[config.mk]
export PLATFORM = sky130hd
export DESIGN_NAME = core_launch_ctrl
export DESIGN_NICKNAME = d
export VERILOG_FILES = /design/src/rtl/core_launch_pkg.sv /design/src/rtl/cl_addr_regs.sv /design/src/rtl/cl_run_ctrl.sv /design/src/rtl/cl_read_path.sv /design/src/rtl/core_launch_ctrl.sv
export SDC_FILE = /design/constraint.sdc
export NUM_CORES = 1
export LEC_CHECK = 0
export BUFFER_PORTS_ARGS = -buffer_cell sky130_fd_sc_hd__buf_2
export CAP_MARGIN = 10
export CORE_MARGIN = 1
export CORE_UTILIZATION = 43
export DETAILED_ROUTE_END_ITERATION = 7
export PLACE_DENSITY = 0.76
export SLEW_MARGIN = 10
export SYNTH_ARGS = -nofsm -noshare
export SYNTH_HDL_FRONTEND = slang
export SYNTH_SLANG_ARGS = --single-unit
[constraint.sdc]
create_clock -name clk -period 4.4 [get_ports clk]
set_input_delay 0.88 -clock clk [delete_from_list [all_inputs] [get_ports clk]]
set_output_delay 0.88 -clock clk [all_outputs]
set_load 0.01 [all_outputs]
[src/rtl/core_launch_pkg.sv]
package core_launch_pkg;
  localparam int OFF_W  = 4;
  localparam int DATA_W = 64;
  localparam int IDX_W  = 16;

  typedef enum logic [OFF_W-1:0] {
    OFF_WHOAMI = 4'h0,
    OFF_COUNT  = 4'h1,
    OFF_LAUNCH = 4'h2,
    OFF_ENTRY  = 4'h3,
    OFF_STACK  = 4'h4,
    OFF_HALT   = 4'h5,
    OFF_RESUME = 4'h6,
    OFF_MEMSZ  = 4'h7
  } reg_off_e;

  typedef struct packed {
    logic launch;
    logic entry;
    logic stack;
    logic halt;
    logic resume;
  } wr_cmd_t;
endpackage

[src/rtl/cl_addr_regs.sv]
module cl_addr_regs
  import core_launch_pkg::*;
#(
  parameter logic [DATA_W-1:0] ENTRY_RST = 64'h0000_0000_8000_0000,
  parameter logic [DATA_W-1:0] STACK_RST = 64'h0000_0000_0010_0000
) (
  input  logic              clk,
  input  logic              rst_n,
  input  logic              wr_entry,
  input  logic              wr_stack,
  input  logic              wide,
  input  logic [DATA_W-1:0] wdata,
  output logic [DATA_W-1:0] entry_q,
  output logic [DATA_W-1:0] stack_q
);
  localparam int HALF_W = DATA_W / 2;

  logic [DATA_W-1:0] shaped;
  logic [DATA_W-1:0] entry_d, stack_d;

  always_comb begin
    if (wide) begin
      shaped = wdata;
    end else begin
      shaped = {{HALF_W{wdata[HALF_W-1]}}, wdata[HALF_W-1:0]};
    end
  end

  always_comb begin
    entry_d = entry_q;
    stack_d = stack_q;
    if (wr_entry) entry_d = shaped;
    if (wr_stack) stack_d = shaped;
  end

  always_ff @(posedge clk or negedge rst_n) begin
    if (!rst_n) begin
      entry_q <= ENTRY_RST;
      stack_q <= STACK_RST;
    end else begin
      entry_q <= entry_d;
      stack_q <= stack_d;
    end
  end

  p_narrow_ext_r5: assert property (@(posedge clk) disable iff (!rst_n)
    (wr_entry && !wide) |=> (entry_q[HALF_W-1:0] == $past(wdata[HALF_W-1:0]))
      && (entry_q[DATA_W-1:HALF_W] == {HALF_W{$past(wdata[HALF_W-1])}}));
  p_wide_keep_r5: assert property (@(posedge clk) disable iff (!rst_n)
    (wr_stack && wide) |=> (stack_q == $past(wdata)));
endmodule

[src/rtl/cl_run_ctrl.sv]
module cl_run_ctrl
  import core_launch_pkg::*;
#(
  parameter int NUM_CORES = 4
) (
  input  logic                 clk,
  input  logic                 rst_n,
  input  logic                 do_launch,
  input  logic                 do_halt,
  input  logic                 do_resume,
  input  logic [IDX_W-1:0]     idx,
  output logic [NUM_CORES-1:0] run_q,
  output logic [NUM_CORES-1:0] pc_ld_q,
  output logic [NUM_CORES-1:0] sp_ld_q
);
  logic                 in_range;
  logic [NUM_CORES-1:0] run_d;
  logic [NUM_CORES-1:0] ld_d;

  assign in_range = (32'(idx) < NUM_CORES);

  for (genvar c = 0; c < NUM_CORES; c++) begin : g_core
    logic hit;
    assign hit = (32'(idx) == c);

    always_comb begin
      run_d[c] = run_q[c];
      ld_d[c]  = 1'b0;
      if (do_launch && hit) begin
        run_d[c] = 1'b1;
        ld_d[c]  = 1'b1;
      end
      if (do_halt && !hit)             run_d[c] = 1'b0;
      if (do_resume && hit && in_range) run_d[c] = 1'b1;
    end

    always_ff @(posedge clk or negedge rst_n) begin
      if (!rst_n) begin
        run_q[c]   <= (c == 0);
        pc_ld_q[c] <= 1'b0;
        sp_ld_q[c] <= 1'b0;
      end else begin
        run_q[c]   <= run_d[c];
        pc_ld_q[c] <= ld_d[c];
        sp_ld_q[c] <= ld_d[c];
      end
    end
  end

  p_ld_onehot_r4: assert property (@(posedge clk) disable iff (!rst_n)
    $onehot0(pc_ld_q));
  p_ld_cause_r4: assert property (@(posedge clk) disable iff (!rst_n)
    (|pc_ld_q) |-> $past(do_launch && in_range));
  p_launch_run_r4: assert property (@(posedge clk) disable iff (!rst_n)
    (do_launch && in_range) |=> (run_q[$past(idx)] && pc_ld_q[$past(idx)]));
  p_halt_rest_r6: assert property (@(posedge clk) disable iff (!rst_n)
    do_halt |=> ($countones(run_q) <= 1));
  p_resume_oor_r7: assert property (@(posedge clk) disable iff (!rst_n)
    (do_resume && !in_range) |=> $stable(run_q));
endmodule

[src/rtl/cl_read_path.sv]
module cl_read_path
  import core_launch_pkg::*;
#(
  parameter int NUM_CORES = 4,
  parameter int MEM_MB    = 32,
  parameter int ID_W      = 2
) (
  input  logic              clk,
  input  logic              rst_n,
  input  logic              valid,
  input  logic              write,
  input  logic [OFF_W-1:0]  off,
  input  logic [ID_W-1:0]   src,
  output logic [DATA_W-1:0] rdata_q,
  output logic              err_q
);
  localparam logic [DATA_W-1:0] MEM_BYTES = DATA_W'(MEM_MB) << 20;
  localparam logic [DATA_W-1:0] CORE_CNT  = DATA_W'(NUM_CORES);

  logic [DATA_W-1:0] rdata_d;
  logic              err_d;
  logic              known;

  always_comb begin
    rdata_d = '0;
    known   = 1'b1;
    unique case (off)
      OFF_WHOAMI: rdata_d = DATA_W'(src);
      OFF_COUNT:  rdata_d = CORE_CNT;
      OFF_MEMSZ:  rdata_d = MEM_BYTES;
      OFF_LAUNCH, OFF_ENTRY, OFF_STACK, OFF_HALT, OFF_RESUME: rdata_d = '0;
      default:    known = 1'b0;
    endcase
    if (!valid || write) rdata_d = '0;
    err_d = valid && !known;
  end

  always_ff @(posedge clk or negedge rst_n) begin
    if (!rst_n) begin
      rdata_q <= '0;
      err_q   <= 1'b0;
    end else begin
      rdata_q <= rdata_d;
      err_q   <= err_d;
    end
  end

  p_err_cause_r8: assert property (@(posedge clk) disable iff (!rst_n)
    err_q |-> ($past(valid) && $past(off[OFF_W-1])));
  p_err_zero_r8: assert property (@(posedge clk) disable iff (!rst_n)
    err_q |-> (rdata_q == '0));
endmodule

[src/rtl/core_launch_ctrl.sv]
module core_launch_ctrl
  import core_launch_pkg::*;
#(
  parameter int                NUM_CORES = 4,
  parameter int                MEM_MB    = 32,
  parameter logic [63:0]       ENTRY_RST = 64'h0000_0000_8000_0000,
  parameter logic [63:0]       STACK_RST = 64'h0000_0000_0010_0000,
  parameter int                ID_W      = (NUM_CORES > 1) ? $clog2(NUM_CORES) : 1
) (
  input  logic                 clk,
  input  logic                 rst_n,
  input  logic                 req_valid,
  input  logic                 req_write,
  input  logic                 req_wide,
  input  logic [3:0]           req_off,
  input  logic [63:0]          req_wdata,
  input  logic [ID_W-1:0]      req_src,
  output logic [63:0]          rsp_rdata,
  output logic                 rsp_err,
  output logic [NUM_CORES-1:0] core_run,
  output logic [NUM_CORES-1:0] core_pc_load,
  output logic [NUM_CORES-1:0] core_sp_load,
  output logic [63:0]          core_pc_val,
  output logic [63:0]          core_sp_val
);
  logic [1:0] rst_sync;
  logic       rst_int_n;
  wr_cmd_t    cmd;

  always_ff @(posedge clk or negedge rst_n) begin
    if (!rst_n) rst_sync <= 2'b00;
    else        rst_sync <= {rst_sync[0], 1'b1};
  end
  assign rst_int_n = rst_sync[1];

  always_comb begin
    cmd        = '0;
    if (req_valid && req_write) begin
      cmd.launch = (req_off == OFF_LAUNCH);
      cmd.entry  = (req_off == OFF_ENTRY);
      cmd.stack  = (req_off == OFF_STACK);
      cmd.halt   = (req_off == OFF_HALT);
      cmd.resume = (req_off == OFF_RESUME);
    end
  end

  cl_addr_regs #(
    .ENTRY_RST(ENTRY_RST),
    .STACK_RST(STACK_RST)
  ) u_regs (
    .clk     (clk),
    .rst_n   (rst_int_n),
    .wr_entry(cmd.entry),
    .wr_stack(cmd.stack),
    .wide    (req_wide),
    .wdata   (req_wdata),
    .entry_q (core_pc_val),
    .stack_q (core_sp_val)
  );

  cl_run_ctrl #(
    .NUM_CORES(NUM_CORES)
  ) u_run (
    .clk      (clk),
    .rst_n    (rst_int_n),
    .do_launch(cmd.launch),
    .do_halt  (cmd.halt),
    .do_resume(cmd.resume),
    .idx      (req_wdata[IDX_W-1:0]),
    .run_q    (core_run),
    .pc_ld_q  (core_pc_load),
    .sp_ld_q  (core_sp_load)
  );

  cl_read_path #(
    .NUM_CORES(NUM_CORES),
    .MEM_MB   (MEM_MB),
    .ID_W     (ID_W)
  ) u_rd (
    .clk    (clk),
    .rst_n  (rst_int_n),
    .valid  (req_valid),
    .write  (req_write),
    .off    (req_off),
    .src    (req_src),
    .rdata_q(rsp_rdata),
    .err_q  (rsp_err)
  );

  p_strobe_pair_r4: assert property (@(posedge clk) disable iff (!rst_int_n)
    core_pc_load == core_sp_load);
  p_whoami_r2: assert property (@(posedge clk) disable iff (!rst_int_n)
    (req_valid && !req_write && req_off == OFF_WHOAMI)
      |=> (rsp_rdata == 64'($past(req_src))));
endmodule

# Yosys cells after proc, flatten, opt, wreduce, memory -nomap -nowiden
# Index checks and enable logic that the tools add are counted.
# classes
magnitude_cmp,1
eq_ne,10
mux,21
reduce_logical,32
# op_table
operator,count
case mux 26 bit (3 select lines),1
two-way mux 64 bit,1
equality test 16 x 2 -> 1 bit (second input constant),2
two-way mux 26 bit,1
logical AND 1 bit,18
two-way mux 1 bit,17
equality test 16 x 1 -> 1 bit (second input constant),1
equality test 4 x 3 -> 1 bit (second input constant),4
logical NOT 16 bit,1
less-than comparator 16 x 3 -> 1 bit (second input constant),1
nonzero test 3 bit,4
equality test 4 x 2 -> 1 bit (second input constant),2
OR reduction 8 bit,1
logical NOT 1 bit,6
two-way mux 5 bit,1
equality test 4 x 1 -> 1 bit (second input constant),1
logical NOT 4 bit,1
logical OR 1 bit,1
# word_totals
in_bits,75
register_bits,165
output_inout_bits,205
elab_cells,77

# Longest topological paths before layout
# logic_depth
word_depth,6
mapped_depth,6
depth_no_buf,3

# By module
# Synthesis repeated with hierarchy kept, for this count alone.
# unflattened
cells_unflattened,503
area_unflattened_um2,6248.5
# modules_own_cells
module,seq_area_each_um2,area_per_inst_um2,cells_per_inst,instances
cl_addr_regs,3205.6,5097.4,382,1
cl_read_path,125.1,639.4,74,1
cl_run_ctrl,201.4,390.4,37,1
core_launch_ctrl,50.0,121.4,10,1

# Worst setup path before layout
# OpenSTA, ideal clock, no wires.
# synth_path
kind,input port to flip-flop
start,in req_off[0]
end,reg u_regs.entry_q[10]
setup_time_ns,0.125
path_buffers,3
required_ns,4.275
arrival_ns,2.092
path_slack_ns,2.183
path_stages,6
path_cell_list,clkbuf_1 > inv_1 > nor3b_1 > buf_4 > buf_6 > mux2_2
# synth_via
elab_chain_len,2
# synth_rtl
item,line,rtl
start: declaration,core_launch_ctrl.sv:15,"input logic [3:0] req_off,"
equality test 4 x 2 -> 1 bit,core_launch_ctrl.sv:40,cmd.entry = (req_off == OFF_ENTRY);
two-way mux 5 bit,core_launch_ctrl.sv:38,if (req_valid && req_write) begin
end signal: assignment,cl_addr_regs.sv:41,entry_q <= entry_d;
end: declaration,cl_addr_regs.sv:13,"output logic [DATA_W-1:0] entry_q,"
# Every way passes these cells.
# A chain may end at the register's enable or synchronous reset.

# Worst setup path in the final report
# layout_path
start,in req_off[2]
end,reg u_regs.stack_q[18]
# layout_via
elab_chain_len,2
# layout_rtl
item,line,rtl
equality test 4 x 3 -> 1 bit,core_launch_ctrl.sv:41,cmd.stack = (req_off == OFF_STACK);
two-way mux 5 bit,core_launch_ctrl.sv:38,
end signal: assignment,cl_addr_regs.sv:42,stack_q <= stack_d;
end: declaration,cl_addr_regs.sv:14,output logic [DATA_W-1:0] stack_q
# Every way passes these cells.

==> metrics.txt <==
CTS Hold Bufs=0; fillers=1,234; Congestion Overflow GR=0; drt drc=40; Max Fclk=406 MHz; initial DRC count=191; die height=125 microns; setup bufs post-CTS=0; Clock Sinks=roughly 140; post-CTS sizing=0; CTS tree=yes; register area share after synthesis=around 55%; Nets=between 700 and 800; TNS Setup=0 ns; Sw Pwr=1020 uW; port bufs=219; syn_area_per_cell=13.8 sq um; hold slack=between 0.2 and 0.3 ns; Antenna diodes=0; Total Power=4050 uW; vias in the first global route=4,107; Worst Setup SP=req_off[2]; min cycle time layout=2.46 ns; Die ar.=15,600 sq um; Worst-Skew Late Latency=0.41 ns; CP Max Fanout=50; sequential share of power=41.5%; num rows=44; Yosys warnings=0; mapped cell area=6510 sq um; number of CTS-inserted buffers=17; antenna violations before repair=0; Top-Level Pins=280; failing checks=DRC; DR pass1 iterations=7; power share of the combinational group=19.2%; clock root buffer=clkbuf_16; first-pass GRT wire length=21,500 microns; Final Hold Vio Count=0; via count=4,118; synthesized flop and latch total=143; DR WL/cell=15.0 microns; status=complete, but fails checks; WP data required=4.69 ns; area growth from synthesis to layout=23.8%; Int Pwr=between 3000 and 4000 uW; CP Class=in2reg; maximum VDD drop=0.290 mV; Slew Viols, Final=0; synth unique cells=28; Hold WC Path Type=in2async; Final ANT Viol Nets=0; cells on worst reg2reg path=1; commonest non-fill, non-tap cells in the layout=buf_2, dfrtp_1, mux2_2; Setup-failing EPs final=0; CP endpoint kind=flop; DP HPWL=9140 microns; max_slew headroom=around a third; Worst Setup Start Kind=primary input; initial core utilization=44.5%; commonest non-fill, non-tap cell in the layout=buf_2; RSZ-0062 raised after global routing=false; PwrDens=503 nW/um^2; GRT Overall Usage=17.7%; max-cap violations=0; reg2reg start=rst_sync[1]; layout cells sized above 1=a little under three fifths; Die Span X=125 microns; via/cell ratio=around 4.7; Worst EP arrival=2.75 ns; Pleak=0.00455 uW; Final Skew=0.00459 ns; gpl congestion=0.729; CTS clk-pin slew, worst paths=approximately 0.060 ns; drt total wl=13,300 microns; Worst Tran Pin Value=1.01 ns; switching part of the total=25.2%; Period Utilization, post-route=56.0%; largest net degree at the start of global routing=74; clock buffer depth=2; core area=14,600 sq um; H-tree depth=4; clock share of power=approximately 40%; Syn Inst Count=between 400 and 500
[cell usage after synthesis, drive strengths merged]
cell    count  area (sq um)
dfrtp     140          3500
o21ai       4          20.0
conb        2          7.51
nor3        1          5.00
nand4b      4          41.3
nor3b       1          7.51
dfstp       3          78.8
buf        80           694
o31ai       3          22.5
a21oi       4          20.0
inv         1          3.75
mux2      128          1670
and4b       1          10.0
or3         2          12.5
nand2      66           248
nand4       2          12.5
nor2        3          11.3
nand2b      6          37.5
nor4b       1          8.76
o41ai       1          8.76
clkbuf      8          30.0
and2        3          18.8
nor4        7          43.8
[final timing paths]
check / to / slack [ns]
setup / recovery: u_regs.stack_q[18] / 1.94
hold reg to reg: rst_sync[1] / 0.36
min in group clk: rst_sync[1] / 0.36
hold / removal: rst_sync[1] / 0.25
max in group asynchronous: u_regs.entry_q[31] / 3.02
setup reg to reg: u_regs.entry_q[31] / 3.02
[registers in the layout, indices dropped and copies added (netlist names)]
name	cells
u_regs.entry_q	64
u_regs.stack_q	64
u_rd.rdata_q	4
u_run.pc_ld_q	4
u_run.run_q	4
rst_sync	2
u_rd.err_q	1
[through the flow]
step	cells	utilization, %	cell area (sq um)	worst slack (ns)
global route	882	55.1	8070	1.88
finish	882	55.1	8070	1.94
global placement	850	50.5	7400	1.57
CTS	882	55.1	8070	1.96
floorplan	530	-	6730	0.126
detailed placement	850	50.5	7400	1.52
[power by group through the flow]
stage	Sequential [uW]	Combinational [uW]	Clock [uW]
6_report	1680	776	1590
2_1_floorplan	1810	365	0
4_1_cts	1680	783	1630
3_3_place_gp	1700	765	0
5_1_grt	1710	834	1690
3_5_place_dp	1700	782	0
[kinds of logic after synthesis]
group,synth area share (%)
AO/OA/AOI/OAI,1.10
AND/OR/NAND/NOR,7.01
buffers and inverters,11.2
flip-flops,55.0
other,0.115
multiplexers,25.6
[metal layers]
layer / part of all wire, % / wire (microns) / GRT usage (%) / vias to the layer above
met1: 44 / 5780 / 22.3 / 2025
met3: 6.3 / 836 / 5.65 / 19
li1: - / - / - / 1903
met5: 0 / 0 / 0 / -
met2: 48 / 6390 / 28.2 / 171
met4: 2.0 / 259 / 7.53 / 0
[worst max-delay path: stages]
cell and delay (ns):
buf_2 0.14, nand4b_2 0.12, or3_4 0.82, buf_4 0.44, mux2_4 0.33
[area by class of cell]
cell class | instances | area [sq um] | share of cell area [%]
well taps | 184 | 230 | 2.85
multi-input cells | 298 | 2430 | 30.2
repair buffers | 224 | 1150 | 14.2
clock buffers | 22 | 484 | 6.00
clock inverters | 10 | 181 | 2.25
flip-flops and latches | 143 | 3590 | 44.5
inverters | 1 | 3.75 | 0.0465
Note: power is estimated with default switching activity, not from simulation.
